`src/rtl/xfs_pkg.sv`:
```
package xfs_pkg;

    localparam int CHAN_W = 3;
    localparam int CODE_W = 12;
    localparam int NCHAN  = (1 << CHAN_W) - 1;
    localparam int OPND_W = CHAN_W + CODE_W;

    typedef struct packed {
        logic [CHAN_W-1:0] chan;
        logic [CODE_W-1:0] code;
        logic              sense;
        logic              outdir;
    } xfs_cmd_t;

    typedef enum logic [1:0] {
        PH_IDLE   = 2'd0,
        PH_LEAD   = 2'd1,
        PH_STROBE = 2'd2
    } xfs_phase_e;

    // strobe kind: bit1 = sense, bit0 = output side
    typedef enum logic [1:0] {
        K_IN_FN  = 2'd0,
        K_OUT_FN = 2'd1,
        K_IN_SN  = 2'd2,
        K_OUT_SN = 2'd3
    } xfs_kind_e;

    function automatic xfs_kind_e kind_of(input logic sense, input logic outdir);
        return xfs_kind_e'({sense, outdir});
    endfunction

    function automatic logic is_clear_code(input logic [CODE_W-1:0] code);
        return code == '0;
    endfunction

endpackage

```
`src/rtl/xfs_timer.sv`:
```
module xfs_timer
    import xfs_pkg::*;
#(
    parameter int LEAD_CYC   = 3,
    parameter int STROBE_CYC = 16
) (
    input  logic       clk,
    input  logic       rst,
    input  logic       start,
    output xfs_phase_e phase,
    output logic       last
);
    localparam int MAXC  = (LEAD_CYC > STROBE_CYC) ? LEAD_CYC : STROBE_CYC;
    localparam int CNT_W = $clog2(MAXC + 1);

    logic [CNT_W-1:0] cnt;

    assign last = (phase == PH_STROBE) && (cnt == CNT_W'(STROBE_CYC - 1));

    always_ff @(posedge clk) begin
        if (rst) begin
            phase <= PH_IDLE;
            cnt   <= '0;
        end else begin
            unique case (phase)
                PH_IDLE: begin
                    if (start) begin
                        phase <= PH_LEAD;
                        cnt   <= '0;
                    end
                end
                PH_LEAD: begin
                    if (cnt == CNT_W'(LEAD_CYC - 1)) begin
                        phase <= PH_STROBE;
                        cnt   <= '0;
                    end else begin
                        cnt <= cnt + 1'b1;
                    end
                end
                PH_STROBE: begin
                    if (last) begin
                        phase <= PH_IDLE;
                        cnt   <= '0;
                    end else begin
                        cnt <= cnt + 1'b1;
                    end
                end
                default: begin
                    phase <= PH_IDLE;
                    cnt   <= '0;
                end
            endcase
        end
    end
endmodule

```
`src/rtl/xfs_sync.sv`:
```
module xfs_sync #(
    parameter int STAGES = 2
) (
    input  logic clk,
    input  logic rst,
    input  logic d,
    output logic q
);
    logic [STAGES-1:0] chain;

    always_ff @(posedge clk) begin
        if (rst) chain <= '0;
        else     chain <= {chain[STAGES-2:0], d};
    end

    assign q = chain[STAGES-1];
endmodule

```
`src/rtl/xfs_strobe_dec.sv`:
```
module xfs_strobe_dec
    import xfs_pkg::*;
(
    input  logic             active,
    input  xfs_cmd_t         cmd,
    output logic [NCHAN-1:0] in_fn,
    output logic [NCHAN-1:0] out_fn,
    output logic [NCHAN-1:0] in_sn,
    output logic [NCHAN-1:0] out_sn,
    output logic [NCHAN-1:0] clr
);
    xfs_kind_e kind;
    logic      clear_cmd;

    assign kind      = kind_of(cmd.sense, cmd.outdir);
    assign clear_cmd = !cmd.sense && is_clear_code(cmd.code);

    for (genvar ch = 0; ch < NCHAN; ch++) begin : g_ch
        logic hit;
        assign hit        = active && (cmd.chan == CHAN_W'(ch + 1));
        assign in_fn[ch]  = hit && (kind == K_IN_FN);
        assign out_fn[ch] = hit && (kind == K_OUT_FN);
        assign in_sn[ch]  = hit && (kind == K_IN_SN);
        assign out_sn[ch] = hit && (kind == K_OUT_SN);
        assign clr[ch]    = hit && clear_cmd;
    end
endmodule

```
`src/rtl/xfs_seq.sv`:
```
module xfs_seq
    import xfs_pkg::*;
#(
    parameter int LEAD_CYC   = 3,
    parameter int STROBE_CYC = 16
) (
    input  logic              clk,
    input  logic              rst,
    input  logic              cmd_valid,
    input  logic [OPND_W-1:0] cmd_operand,
    input  logic              cmd_sense,
    input  logic              cmd_output,
    input  logic              resp_in,
    output logic              busy,
    output logic [CODE_W-1:0] fn_code,
    output logic [NCHAN-1:0]  in_fn_rdy,
    output logic [NCHAN-1:0]  out_fn_rdy,
    output logic [NCHAN-1:0]  in_sn_rdy,
    output logic [NCHAN-1:0]  out_sn_rdy,
    output logic [NCHAN-1:0]  clr_chan,
    output logic              sense_valid,
    output logic              sense_cond
);
    xfs_phase_e phase;
    logic       last;
    logic       accept;
    logic       resp_s;
    xfs_cmd_t   cmd_q;

    assign busy   = (phase != PH_IDLE);
    assign accept = cmd_valid && !busy && (cmd_operand[OPND_W-1 -: CHAN_W] != '0);

    xfs_timer #(
        .LEAD_CYC  (LEAD_CYC),
        .STROBE_CYC(STROBE_CYC)
    ) u_timer (
        .clk  (clk),
        .rst  (rst),
        .start(accept),
        .phase(phase),
        .last (last)
    );

    xfs_sync #(.STAGES(2)) u_sync (
        .clk(clk),
        .rst(rst),
        .d  (resp_in),
        .q  (resp_s)
    );

    always_ff @(posedge clk) begin
        if (rst) begin
            cmd_q <= '0;
        end else if (accept) begin
            cmd_q.chan   <= cmd_operand[OPND_W-1 -: CHAN_W];
            cmd_q.code   <= cmd_operand[CODE_W-1:0];
            cmd_q.sense  <= cmd_sense;
            cmd_q.outdir <= cmd_output;
        end
    end

    assign fn_code = cmd_q.code;

    xfs_strobe_dec u_dec (
        .active(phase == PH_STROBE),
        .cmd   (cmd_q),
        .in_fn (in_fn_rdy),
        .out_fn(out_fn_rdy),
        .in_sn (in_sn_rdy),
        .out_sn(out_sn_rdy),
        .clr   (clr_chan)
    );

    always_ff @(posedge clk) begin
        if (rst) begin
            sense_valid <= 1'b0;
            sense_cond  <= 1'b0;
        end else begin
            sense_valid <= last && cmd_q.sense;
            if (last && cmd_q.sense)
                sense_cond <= resp_s ^ cmd_q.code[0];
        end
    end
endmodule

```
`config.mk`:
```
export PLATFORM = sky130hd
export DESIGN_NAME = xfs_seq
export DESIGN_NICKNAME = d
export VERILOG_FILES = /design/src/rtl/xfs_pkg.sv /design/src/rtl/xfs_timer.sv /design/src/rtl/xfs_sync.sv /design/src/rtl/xfs_strobe_dec.sv /design/src/rtl/xfs_seq.sv
export SDC_FILE = /design/constraint.sdc
export NUM_CORES = 1
export LEC_CHECK = 0
export BUFFER_PORTS_ARGS = -buffer_cell sky130_fd_sc_hd__clkbuf_2
export CAP_MARGIN = 20
export CORE_ASPECT_RATIO = 1.4
export CORE_UTILIZATION = 38
export DETAILED_ROUTE_END_ITERATION = 8
export PLACE_DENSITY = 0.67
export SLEW_MARGIN = 10
export SYNTH_ARGS = -nofsm -noshare
export SYNTH_HDL_FRONTEND = slang
export SYNTH_SLANG_ARGS = --single-unit
```
`constraint.sdc`:
```
create_clock -name clk -period 4.9 [get_ports clk]
set_clock_uncertainty 0.1 [all_clocks]
set_input_delay 0.49 -clock clk [delete_from_list [all_inputs] [get_ports clk]]
set_output_delay 0.49 -clock clk [all_outputs]
set_load 0.005 [all_outputs]
```
==> flow_summary.yaml, run 1 <==
synthesis:
  yosysTopAreaCell: "dfxtp_1"
  synth-simple-area-share: 0.331
  synthAdderAreaFrac: 0.0573
  synth_top_family_by_area: "simple AND/OR/NAND/NOR gates"
  synth_xor_area_frac: 0.00573
  synth_compound_area_frac: 0.131
  ys_seq_area_frac: 0.367
  synth_nets: 232
  synth_edf_count: 0
  synthMuxAreaShare: 0.0131
  syn_area_per_cell_um2: 7.49
  ys_types: 36
  syn_area_um2: 1530
  postSynthCellCount: 204
  synth-seq-cells: 28
  ys_warn_count: 0
  synthTopCellsByArea: "dfxtp_1, nor2_1, nand2_1"
  async_flop_share: 0
  synthFlopType: "dfxtp_1"
  yosysTopAreaCellShare: 0.367
critical_path:
  r2r-end: "u_timer.cnt[2]$_SDFFE_PP0P_"
  crit_type: "flop to output port"
  required_ns: 4.31
  start_kind: "flop"
  arrival_ns: 1.69
  critPathMaxFanout: 7
  rrSetupSlack_ns: 2.78
  rr_startpoint: "u_timer.cnt[0]$_SDFFE_PP0P_"
  reg2reg_depth: 7
  crit_path_end_kind: "output port"
die:
  ios: 71
  core_um2: 3740
  start_util: 0.409
  rows: 26
  die_y_um: 77.1
  die-width_um: 55.6
  die-area_um2: 4290
clock_network:
  clockBufferDepth: 2
  clock_sinks: 28
  htree_levels: 1
  postCtsSetupRepairBufs: 0
  insertion_delay_ns: 0.27
  cts_made_buffers: 3
  post_cts_resized: 0
  clk_pin_slew_ns: 0.10
  root_buffer: "clkbuf_8"
  cts_hold_buf: 0
  cts_tree: "done"
route:
  drc: 0
  drtPass1Iterations: 4
  drt_first_iter_violations: 60
  wl_per_cell_um: 11.2
  ant_nets: 0
  vias: 1502
  totalWireLength_mm: 3.37
  vias_per_cell: 4.99
global_routing:
  overflow: 0
  grt_pass1_wl_mm: 5.64
  grt_max_degree: 29
  grt_pass1_vias: 1297
  antenna_found_initial: 0
  gr-usage-all-layers: 0.158
timing:
  post-route-min-period_ns: 2.28
  setup_slack_ns: 2.62
  rsz0062_at_grt: "false"
  slew_headroom: 0.632
  whs_ns: 0.313
  hold_viol_final: 0
  maxSlewViolCount: 0
  worst_pin_slew_ns: 0.551
  max_freq_mhz: 438
  period_share: 0.466
  finalSetupTns_ns: 0
  setup_viol: 0
pwr:
  cellLeakagePower_nw: 0.852
  ir_drop_mv: 0.194
  cellPowerDensity_nw_per_um2: 367
cells_and_area:
  layout-drive-gt1-share: 0.328
  nets: 288
  synthToLayoutAreaGrowth_pct: 23.2
  diodes: 0
min_path:
  min_to: "u_sync.chain[0]$_SDFF_PP0_"
  hold_path_class: "input pin to flop"
  hold_depth: 2
  min_from: "resp_in"
place:
  dp_hpwl_mm: 2.55
  post-place-ws_ns: 2.78
  io_buffers: 70
  routabilityCongestion: 0.821
status:
  status: "completed"
run:
  cap_violations: 0
-- worst max-delay path, cell delays in order, from the launching register on --
cell and delay, ns:
dfxtp_1 0.33, inv_1 0.10, ha_1 0.30, nor2b_1 0.25
nand2_1 0.15, nor2_1 0.15, clkbuf_2 0.14
-- registers in the layout, summed over array words and instances, names as in the netlist --
signal,cells
u_sync.chain,2
fn_code,12
sense_cond,1
sense_valid,1
u_timer.phase,2
cmd_q,5
u_timer.cnt,5
-- synthesized netlist by cell type (2+ instances only) --
| library cell | n |
|---|---|
| nor2_1 | 44 |
| nand4_1 | 2 |
| a21oi_1 | 20 |
| nand2_1 | 38 |
| nand3_1 | 6 |
| buf_4 | 12 |
| dfxtp_1 | 28 |
| nor2b_1 | 6 |
| mux2i_1 | 2 |
| a32oi_1 | 2 |
| nand2b_1 | 2 |
| clkbuf_1 | 6 |
| inv_1 | 5 |
| ha_1 | 7 |
| or3_1 | 2 |
| nor4_1 | 2 |
-- logic make-up (layout without fill, tap and decap cells) --
family          count (synthesis)  count (layout)
xor+xnor                        1               1
fa+ha+maj                       7               7
mux                             2               2
buf+inv                        25              80
compound gates                 29              29
simple gates                  112             112
flops                          28              28
-- cell usage in the layout, fill, tap and decap left out, types with 2 or more instances in the layout --
cell type	Yosys	routed
a21oi_1	20	20
a32oi_1	2	2
clkbuf_2	0	70
clkbuf_8	0	3
dfxtp_1	28	28
ha_1	7	7
inv_1	5	5
mux2i_1	2	2
nand2_1	38	38
nand2b_1	2	2
nand3_1	6	6
nand4_1	2	2
nor2_1	44	44
nor2b_1	6	6
nor4_1	2	2
or3_1	2	2
-- where the power goes --
part | switching [mW] | leakage, nW | internal, mW
combinational | 0.133 | 0.588 | 0.0942
clock | 0.0714 | 0.0357 | 0.109
sequential | 0.0258 | 0.229 | 0.257
total | 0.230 | 0.852 | 0.460
-- metal layers --
metal / vias to the layer above / routed length [um] / GRT usage
met2: 49 / 1660 / 0.286
li1: 779 / - / -
met5: - / 0 / 0
met3: 4 / 171 / 0.0253
met1: 670 / 1500 / 0.184
met4: 0 / 38 / 0.0600
-- area by class of cell --
class                      instances  area, um2
timing repair buffer              71        358
inverter                           5       18.8
multi-input combinational        151        822
fill                             372       1860
clock buffer                       3       41.3
tap                               42       52.6
sequential                        28        561
clock inverter                     1       30.0
-- worst max-delay path by stage --
stage	start	end	slack (ns)
after detailed placement	u_timer.cnt[0]$_SDFFE_PP0P_	u_timer.cnt[2]$_SDFFE_PP0P_	2.78
after global placement	u_timer.cnt[0]$_SDFFE_PP0P_	u_timer.cnt[3]$_SDFFE_PP0P_	2.81
final	u_timer.phase[0]$_SDFFE_PP0P_	clr_chan[0]	2.62
after global routing	u_timer.phase[0]$_SDFFE_PP0P_	out_fn_rdy[2]	2.45
after floorplan	u_timer.cnt[0]$_SDFFE_PP0P_	u_timer.cnt[2]$_SDFFE_PP0P_	2.95
after CTS	u_timer.phase[0]$_SDFFE_PP0P_	clr_chan[0]	2.58
-- through the flow --
step	power, mW	instances	instance area (um2)	utilization
finish	0.691	301	1880	0.503
global route	0.740	301	1880	0.503
CTS	0.696	300	1880	0.501
detailed placement	0.514	296	1800	0.482
global placement	0.512	296	1800	0.482
floorplan	0.473	204	1530	-
Note: power is estimated with default switching activity, not from simulation.
==> inputs of run 2 (changes only) <==
PLACE_DENSITY = 0.7   (was 0.67)
clock period = 1.83 ns   (was 4.9 ns; I/O delays follow)
==> flow_summary.yaml, run 2 (synthesis results as in run 1) <==
timing:
  maxSlewViolCount: 0
  max_freq_mhz: 534
  slew_headroom: 0.624
  post-route-min-period_ns: 1.87
  setup_viol: 3
  rsz0062_at_grt: "true"
  period_share: 1.02
  setup_slack_ns: -0.0436
  hold_viol_final: 0
  whs_ns: 0.00470
  worst_pin_slew_ns: 0.563
critical_path:
  start_kind: "flop"
  reg2reg_depth: 7
  cpMaxStageDelayCell: "or4b_1"
  arrival_ns: 1.98
  rr_startpoint: "u_timer.cnt[1]$_SDFFE_PP0P_"
  critPathMaxStageDelay_ns: 0.48
  r2r-end: "u_timer.cnt[2]$_SDFFE_PP0P_"
  crit_type: "flop to flop"
  path_delay_family: "simple AND/OR/NAND/NOR gates"
  crit_buf_inv: 0
  rrSetupSlack_ns: -0.04
  crit_path_end_kind: "flop"
  crit_chain: "ha_2, and3_4, ha_4, nor2b_4, a22oi_2, or4b_1, a31oi_1"
  required_ns: 1.93
  critPathMaxFanout: 6
pwr:
  cellPowerDensity_nw_per_um2: 967
  switching_share: 0.339
  p_switching_uw: 690
  p_clk_frac: 0.239
  p_total_mw: 2.04
  combPwrFrac: 0.378
  ir_drop_mv: 0.425
  pwr-share-seq: 0.383
  p_int_mw: 1.35
  cellLeakagePower_nw: 0.956
min_path:
  min_from: "cmd_operand[3]"
  min_to: "fn_code[3]$_SDFFE_PP0P_"
  hold_depth: 3
  hold_path_class: "input pin to flop"
route:
  vias: 1565
  totalWireLength_mm: 3.62
  ant_nets: 0
  highest_layer: "met4"
  met1_length_mm: 1.43
  drc: 0
  drtPass1Iterations: 7
  wl_met2_mm: 1.95
  met3_length_um: 161
  drt_first_iter_violations: 86
  wl_per_cell_um: 11.6
  vias_per_cell: 5.00
clock_network:
  cts_hold_buf: 0
  root_buffer: "clkbuf_8"
  htree_levels: 1
  clock_sinks: 28
  cts_tree: "done"
  clk_pin_slew_ns: 0.09
  clockBufferDepth: 2
  insertion_delay_ns: 0.28
  cts_made_buffers: 3
cells_and_area:
  layout_common_cells: "clkbuf_2, nor2_1, nand2_1"
  num-fill-cells: 351
  largest_reg_flops: 12
  layout-drive-gt1-share: 0.458
  layout_commonest_cell: "clkbuf_2"
  multiInputGateArea_um2: 943
  diodes: 0
  final-seq-area_um2: 568
  nets: 300
  post-route-util: 0.563
  synthToLayoutAreaGrowth_pct: 37.7
die:
  ios: 71
  die-area_um2: 4290
  core_um2: 3740
  die-width_um: 55.6
  die_y_um: 77.1
  rows: 26
  start_util: 0.409
global_routing:
  grt_pass1_vias: 1412
  grt_pass1_wl_mm: 6.03
  grt_max_degree: 29
  gr-usage-all-layers: 0.170
  overflow: 0
  antenna_found_initial: 0
place:
  routabilityCongestion: 0.779
  post-place-ws_ns: -0.0571
  io_buffers: 70
  dp_hpwl_mm: 2.63
run:
  cap_violations: 0
status:
  status: "complete, but fails checks"
  failed_checks: "setup timing"
## run 2: cell count changes in the layout (fill, tap and decap cells not counted), sizes merged
cell / delta
clkbuf: -7
buf: +19
## run 2: worst max-delay path by stage
stage / from / endpoint / slack (ns) / depth (start not counted)
global placement: u_timer.cnt[0]$_SDFFE_PP0P_ / u_timer.cnt[3]$_SDFFE_PP0P_ / -0.04 / 7
floorplan: u_timer.cnt[0]$_SDFFE_PP0P_ / u_timer.cnt[2]$_SDFFE_PP0P_ / -0.002 / 7
global route: u_timer.phase[1]$_SDFFE_PP0P_ / u_timer.cnt[3]$_SDFFE_PP0P_ / -0.15 / 7
finish: u_timer.cnt[1]$_SDFFE_PP0P_ / u_timer.cnt[2]$_SDFFE_PP0P_ / -0.04 / 7
CTS: u_timer.cnt[1]$_SDFFE_PP0P_ / u_timer.cnt[2]$_SDFFE_PP0P_ / -0.06 / 7
detailed placement: u_timer.cnt[0]$_SDFFE_PP0P_ / u_timer.cnt[3]$_SDFFE_PP0P_ / -0.06 / 7
## run 2: area by class of cell
cell class / instances / share of cell area
clock buffer: 3 / 0.0196
clock inverter: 1 / 0.0143
inverter: 5 / 0.00891
multi-input combinational: 151 / 0.448
sequential: 28 / 0.270
tap: 42 / 0.0250
timing repair buffer: 83 / 0.214
## run 2: power groups by stage
stage / clock network, mW / logic (mW) / registers (mW)
after global routing: 0.516 / 0.865 / 0.795
after CTS: 0.497 / 0.730 / 0.762
after detailed placement: 0 / 0.689 / 0.770
final: 0.487 / 0.770 / 0.780
after floorplan: 0 / 0.513 / 0.755
after global placement: 0 / 0.680 / 0.769
## run 2: metrics by stage
stage                     setup TNS (ns)  cell area (um2)  instances
final                            -0.0977             2110        313
after global placement           -0.0766             1890        306
after CTS                         -0.598             2030        312
after floorplan                 -0.00197             1540        204
after global routing               -1.23             2110        313
after detailed placement          -0.140             1890        306
## run 2: timing repair
item,4_1_cts,5_1_grt
setup endpoints to repair,25,40
gates resized for setup,14,27
pin swaps,7,9
buffers inserted,2,1
## run 2: per-layer routing
metal | vias up | GRT usage
li1 | 800 | -
met1 | 705 | 0.181
met2 | 53 | 0.325
met3 | 7 | 0.0202
met4 | 0 | 0.0775
met5 | - | 0
## run 2: worst min-delay path, cell delays in order
cell	delay (ns)
clkbuf_2	0.08
nand2_1	0.04
a21oi_1	0.05
